`config.mk`:
```
export PLATFORM = sky130hd
export DESIGN_NAME = seq_addr_codec
export DESIGN_NICKNAME = d
export VERILOG_FILES = /design/src/rtl/seq_addr_codec_pkg.sv /design/src/rtl/seq_addr_enc.sv /design/src/rtl/seq_addr_dec.sv /design/src/rtl/seq_addr_codec.sv
export SDC_FILE = /design/constraint.sdc
export NUM_CORES = 1
export LEC_CHECK = 0
export BUFFER_PORTS_ARGS = -buffer_cell sky130_fd_sc_hd__buf_4
export CAP_MARGIN = 40
export CORE_UTILIZATION = 25
export CTS_BUF_LIST = sky130_fd_sc_hd__clkbuf_4 sky130_fd_sc_hd__clkbuf_8 sky130_fd_sc_hd__clkbuf_16
export DETAILED_ROUTE_END_ITERATION = 8
export GPL_TIMING_DRIVEN = 0
export SYNTH_ARGS = -nofsm -noshare
export SYNTH_HDL_FRONTEND = slang
export SYNTH_SLANG_ARGS = --single-unit
```
`constraint.sdc`:
```
create_clock -name clk -period 4.6 [get_ports clk]
set_input_delay 0.23 -clock clk [delete_from_list [all_inputs] [get_ports clk]]
set_output_delay 0.23 -clock clk [all_outputs]
set_load 0.02 [all_outputs]
```
`src/rtl/seq_addr_codec_pkg.sv`:
```
package seq_addr_codec_pkg;
  // Meaning of the redundant side line.
  typedef enum logic {
    LINK_PLAIN = 1'b0,
    LINK_STEP  = 1'b1
  } link_kind_t;
endpackage

```
`src/rtl/seq_addr_enc.sv`:
```
module seq_addr_enc
  import seq_addr_codec_pkg::*;
#(
  parameter int ADDR_W = 8,
  parameter int STRIDE = 1
) (
  input  logic              clk,
  input  logic              rst,
  input  logic [ADDR_W-1:0] in_addr,
  input  logic              in_valid,
  output logic [ADDR_W-1:0] out_word,
  output logic              out_step,
  output logic              out_strobe
);
  localparam logic [ADDR_W-1:0] STEP_V = ADDR_W'(STRIDE);

  logic [ADDR_W-1:0] last_q;
  logic              primed_q;
  logic [ADDR_W-1:0] word_q;
  logic              step_q;
  logic              strobe_q;
  link_kind_t        kind;

  always_comb begin
    if (primed_q && (in_addr == last_q + STEP_V)) kind = LINK_STEP;
    else                                           kind = LINK_PLAIN;
  end

  always_ff @(posedge clk) begin
    if (rst) begin
      last_q   <= '0;
      primed_q <= 1'b0;
      word_q   <= '0;
      step_q   <= 1'b0;
      strobe_q <= 1'b0;
    end else begin
      strobe_q <= in_valid;
      if (in_valid) begin
        last_q   <= in_addr;
        primed_q <= 1'b1;
        step_q   <= (kind == LINK_STEP);
        if (kind == LINK_PLAIN) word_q <= in_addr;
      end
    end
  end

  assign out_word   = word_q;
  assign out_step   = step_q;
  assign out_strobe = strobe_q;
endmodule

```
`src/rtl/seq_addr_dec.sv`:
```
module seq_addr_dec
  import seq_addr_codec_pkg::*;
#(
  parameter int ADDR_W = 8,
  parameter int STRIDE = 1
) (
  input  logic              clk,
  input  logic              rst,
  input  logic [ADDR_W-1:0] in_word,
  input  logic              in_step,
  input  logic              in_strobe,
  output logic [ADDR_W-1:0] out_addr,
  output logic              out_valid
);
  localparam logic [ADDR_W-1:0] STEP_V = ADDR_W'(STRIDE);

  logic [ADDR_W-1:0] addr_q;
  logic              valid_q;
  link_kind_t        kind;

  assign kind = link_kind_t'(in_step);

  always_ff @(posedge clk) begin
    if (rst) begin
      addr_q  <= '0;
      valid_q <= 1'b0;
    end else begin
      valid_q <= in_strobe;
      if (in_strobe) begin
        if (kind == LINK_STEP) addr_q <= addr_q + STEP_V;
        else                   addr_q <= in_word;
      end
    end
  end

  assign out_addr  = addr_q;
  assign out_valid = valid_q;
endmodule

```
`src/rtl/seq_addr_codec.sv`:
```
module seq_addr_codec #(
  parameter int ADDR_W = 8,
  parameter int STRIDE = 1
) (
  input  logic              clk,
  input  logic              rst,
  input  logic [ADDR_W-1:0] src_addr,
  input  logic              src_valid,
  output logic [ADDR_W-1:0] link_word,
  output logic              link_step,
  output logic              link_strobe,
  output logic [ADDR_W-1:0] dst_addr,
  output logic              dst_valid
);
  seq_addr_enc #(.ADDR_W(ADDR_W), .STRIDE(STRIDE)) u_enc (
    .clk        (clk),
    .rst        (rst),
    .in_addr    (src_addr),
    .in_valid   (src_valid),
    .out_word   (link_word),
    .out_step   (link_step),
    .out_strobe (link_strobe)
  );

  seq_addr_dec #(.ADDR_W(ADDR_W), .STRIDE(STRIDE)) u_dec (
    .clk       (clk),
    .rst       (rst),
    .in_word   (link_word),
    .in_step   (link_step),
    .in_strobe (link_strobe),
    .out_addr  (dst_addr),
    .out_valid (dst_valid)
  );
endmodule

```
# Yosys cells after proc, flatten, opt, wreduce, memory -nomap -nowiden
# Cells that the tools add are included.
# Widths: inputs -> output; s select.
[classes]
add_sub_neg = 2
eq_ne = 1
mux = 2
bitwise_logic = 1
n_reduce_logical = 2
[op_table]
columns = ["cell", "n"]
rows = [
  ["$add 8x1->8 const B", 2],
  ["$eq 8x8->1", 1],
  ["$mux 8", 1],
  ["$reduce_and 2->1", 1],
  ["$logic_and 1x1->1", 1],
  ["$mux 1", 1],
  ["$not 1->1", 1],
]
[totals]
regBits = 28
in_bits = 11
wordCells = 15

# Logic depth before layout (Yosys ltp)
[depth]
ltp_word = 6
depth_mapped = 7
depth_no_buf = 7

# Hierarchy
# Synthesis repeated with hierarchy kept, for this count alone.
[unflattened]
cells_unflattened = 190
hier_area_um2 = 1627.8
[by_module_without_submodules]
columns = ["module", "instances", "cells_each", "area_each_um2", "seq_area_each_um2"]
rows = [
  ["seq_addr_enc", 1, 125, 1097.3, 380.4],
  ["seq_addr_dec", 1, 65, 530.5, 180.2],
]

# Worst setup path before layout
# OpenSTA, ideal clock, no wires.
[synth_path]
kind = "flip-flop to flip-flop"
from = "reg u_enc.last_q[0]"
to = "reg u_enc.word_q[0] (netlist: u_enc.out_word[0])"
setup_time_ps = 117
arrival_ps = 1782
required_time_ps = 4483
setup_slack_ps = 2701
stages_incl_launch_ff = 8
n_path_buf = 0
synth_period_minus_slack_ps = 1899
path_cell_list = "dfxtp_1 > ha_1 > nand3_1 > or3_1 > a211oi_2 > and2_2 > a311oi_4 > a22o_1"
[synth_via]
elab_chain_cells = 6
[synth_lines]
columns = ["element", "line", "source"]
rows = [
  ["from (decl)", "seq_addr_enc.sv:17", "logic [ADDR_W-1:0] last_q;"],
  ["from (signal assigned)", "seq_addr_enc.sv:39", "last_q <= in_addr;"],
  ["$add 8x1->8", "seq_addr_enc.sv:25", "if (primed_q && (in_addr == last_q + STEP_V)) kind = LINK_STEP;"],
  ["$eq 8x8->1", "seq_addr_enc.sv:25", ""],
  ["$logic_and 1x1->1", "seq_addr_enc.sv:25", ""],
  ["$mux 1", "seq_addr_enc.sv:25", ""],
  ["$not 1->1 (no line)", "n/a", ""],
  ["$reduce_and 2->1 (no line)", "n/a", ""],
  ["to (signal assigned)", "seq_addr_enc.sv:42", "if (kind == LINK_PLAIN) word_q <= in_addr;"],
  ["to (decl)", "seq_addr_enc.sv:19", "logic [ADDR_W-1:0] word_q;"],
]
# Every way passes these cells.
# A chain may end at the register's enable or synchronous reset.

# Final worst setup path
[layout_path]
from = "reg u_enc.last_q[0]"
to = "reg u_enc.word_q[3] (netlist: u_enc.out_word[3])"
# Same word-level chain as after synthesis.

==> metrics.txt <==
IO Port Bufs=29; static leakage=0.701 nW; Syn Nets=172; Filler cells=561; Worst Reg-to-Reg Cells=7; vias in the first global route=1139; Initial Util=26.7%; most frequent cells in the layout=buf_4, dfxtp_1, nor2_1; Hold Path Class=in2reg; number of core rows=26; DP HPWL=2500 µm; DIE WIDTH=76.7 µm; Seq/Total Area, Yosys=40.1%; post-synth top area cell=dfxtp_1; clock buffer depth=2; grt peak-use layer=met2; post-route ant nets=0; Flop pwr share=52.9%; PD cells=290 mW/mm²; setup violators final=0; Max Cap Violations=0; clock sinks=28; met2 Use GR=19.6%; CORE AREA=0.00524 mm²; Final Net Count=206; slew at the pin with the worst max-slew slack=0.648 ns; NetSw=0.137 mW; H-tree levels=1; start point of the critical path=u_enc.last_q[0]$_SDFFE_PP0P_; Yosys top cell area share=40.1%; Setup crit end kind=flop; Final GP Congestion=0.746; worst setup path end=u_enc.out_word[3]$_SDFFE_PP0P_; hold buffers post-CTS=0; CTS resizes=0; period utilization=45.3%; router iterations before antenna repair=3; met3 GRT Util=2.86%; drt total wl=3230 µm; Max IR drop VDD=0.113 mV; CP startpoint kind=flop; placed cell count=258; antenna cells=0; switching fraction of total power=27.0%; hold depth=2; Arr. time, crit path=2.26 ns; most common cell after layout, fill and taps aside=buf_4; first-pass GRT wire length=5410 µm; Syn. warnings=0; Setup Crit Path Kind=reg2reg; worst path required time=4.78 ns; Post-CTS Setup Inserts=0; # DRC=0; share of cells above drive strength 1=21.4%; global route overflow=0; combinational share of power=16.8%; initial antenna violation count=0; GR Util All Layers=11.5%; CTS tree=built; Wirelength per Cell=12.3 µm; RSZ-0062 raised after global routing=no; largest net degree at the start of global routing=16; Area contributors post-synth=dfxtp_1, nor2_1, mux2i_1, a22o_1, xnor2_1; Slew Viols, Final=0; die area=0.00589 mm²; final std cells w/o fill=262; Area growth, synth to finish=25.8%; clock root buffer=clkbuf_8; TNS Setup=0 ns; clock period minus worst slack=2.08 ns; Slew headroom=56.8%; total vias in the final route=1212; clock insertion delay at the later pin of the skew report=0.28 ns; #FFs+latches synth=28; vias per cell=4.63; DR iter-0 viols=73; Internal Pwr Total=0.372 mW; post-synth cell types=37; R2R Path Start=u_enc.last_q[0]$_SDFFE_PP0P_; DIE HEIGHT=76.7 µm; Clock Skew=0.00609 ns; synthesized area per cell=8.78 µm²; CP Max Fanout=7; CTS Buf Count=3; Cells after Synth=159; Clk pin slew, worst setup/hold paths=0.10 ns; num ports=30; Max Clock Freq=480 MHz; status=finished, final reports clean; post-synthesis cell area=0.00140 mm²; worst flop-to-flop path endpoint=u_enc.out_word[3]$_SDFFE_PP0P_; met1 Use GR=14.0%; Fin. Hold Viols=0; reg-to-reg slack, setup=2.52 ns; Clock power frac=30.3%
## power by group through the flow
stage / sequential [mW] / clock, mW / combinational [mW]
3_5_place_dp: 0.275 / 0 / 0.0866
6_report: 0.269 / 0.154 / 0.0856
3_3_place_gp: 0.275 / 0 / 0.0858
4_1_cts: 0.269 / 0.161 / 0.0868
5_1_grt: 0.271 / 0.167 / 0.0946
2_1_floorplan: 0.282 / 0 / 0.0441
## final cells by class
| type | instances | area (µm²) | share of cell area (%) |
|---|---|---|---|
| plain buffers | 6 | 22.5 | 1.28 |
| clock buffers | 4 | 55.1 | 3.13 |
| inverters | 3 | 11.3 | 0.641 |
| multi-input cells | 122 | 802 | 45.7 |
| flip-flops and latches | 28 | 561 | 31.9 |
| well taps | 70 | 87.6 | 4.99 |
| repair buffers | 29 | 218 | 12.4 |
## stage by stage
step                      power [mW]  setup slack (ns)  hold WS, ns  instance area [µm²]  util, %
final                          0.509              2.52        0.171                 1760     33.5
after global routing           0.533              2.40        0.183                 1760     33.5
after CTS                      0.517              2.51        0.167                 1760     33.5
after detailed placement       0.361              2.52        0.466                 1700     32.5
after global placement         0.360              2.57        0.453                 1700     32.5
after floorplan                0.326              2.70        0.308                 1400        -
## synthesized netlist by cell type
master,instances
or3_1,1
clkbuf_1,4
xor2_1,4
and2b_2,1
a31o_2,1
xnor2_1,6
a311oi_4,1
a31oi_1,1
buf_1,2
and4b_1,1
and2_2,1
nor2_1,26
and3_2,1
nor2b_1,6
inv_1,3
ha_1,2
and3_1,1
o21ai_0,8
mux2i_1,9
a21oi_1,5
dfxtp_1,28
o2111a_1,1
a2111oi_0,2
o22ai_1,1
mux2_2,1
nand2b_1,2
nand2_1,12
a21o_1,1
nand3_1,9
a221oi_1,2
o21a_1,1
nor3b_1,1
o311ai_0,1
a211oi_2,1
a22o_1,7
a211oi_1,4
nor3_2,1
## kinds of logic (layout without fill, tap and decap cells)
logic type | after synthesis | count (layout) | synth area share (%)
muxes | 10 | 10 | 7.26
xor gates and xnor gates | 10 | 10 | 6.27
buffers and inverters | 9 | 42 | 2.42
adders and majority gates | 2 | 2 | 1.79
and+or+nand+nor | 63 | 63 | 21.6
DFF | 28 | 28 | 40.1
AOI/OAI and AO/OA | 37 | 37 | 20.5
## how the worst min path moves through the flow
stage                                startpoint                     endpoint  slack [ns]
floorplan                                   rst  u_enc.out_strobe$_SDFF_PP0_        0.31
finish                                      rst  u_enc.out_strobe$_SDFF_PP0_        0.17
global route                                rst  u_enc.out_strobe$_SDFF_PP0_        0.18
CTS                                         rst  u_enc.out_strobe$_SDFF_PP0_        0.17
global placement    u_enc.primed_q$_SDFFE_PP0P_  u_enc.primed_q$_SDFFE_PP0P_        0.45
detailed placement  u_enc.primed_q$_SDFFE_PP0P_  u_enc.primed_q$_SDFFE_PP0P_        0.47
## worst max-delay path: stages (launching register included)
cell and delay (ns):
dfxtp_1 0.42, ha_1 0.23, nand3_1 0.11, or3_1 0.42, a211oi_2 0.26, and2_2 0.20
a311oi_4 0.14, a22o_1 0.21
## per-layer routing
layer / vias to the layer above / part of all wire [%] / routed length [µm]
li1: 633 / - / -
met1: 554 / 49 / 1570
met2: 20 / 46 / 1500
met3: 5 / 3.9 / 126
met4: 0 / 1.1 / 35
met5: - / 0 / 0
## flip-flops by register name, indices dropped and copies added, names as in the netlist
name and cells:
u_dec.out_addr 8, u_enc.last_q 8, u_enc.out_word 8, u_dec.out_valid 1, u_enc.out_step 1, u_enc.out_strobe 1
u_enc.primed_q 1
(Power assumes the default switching activity.)
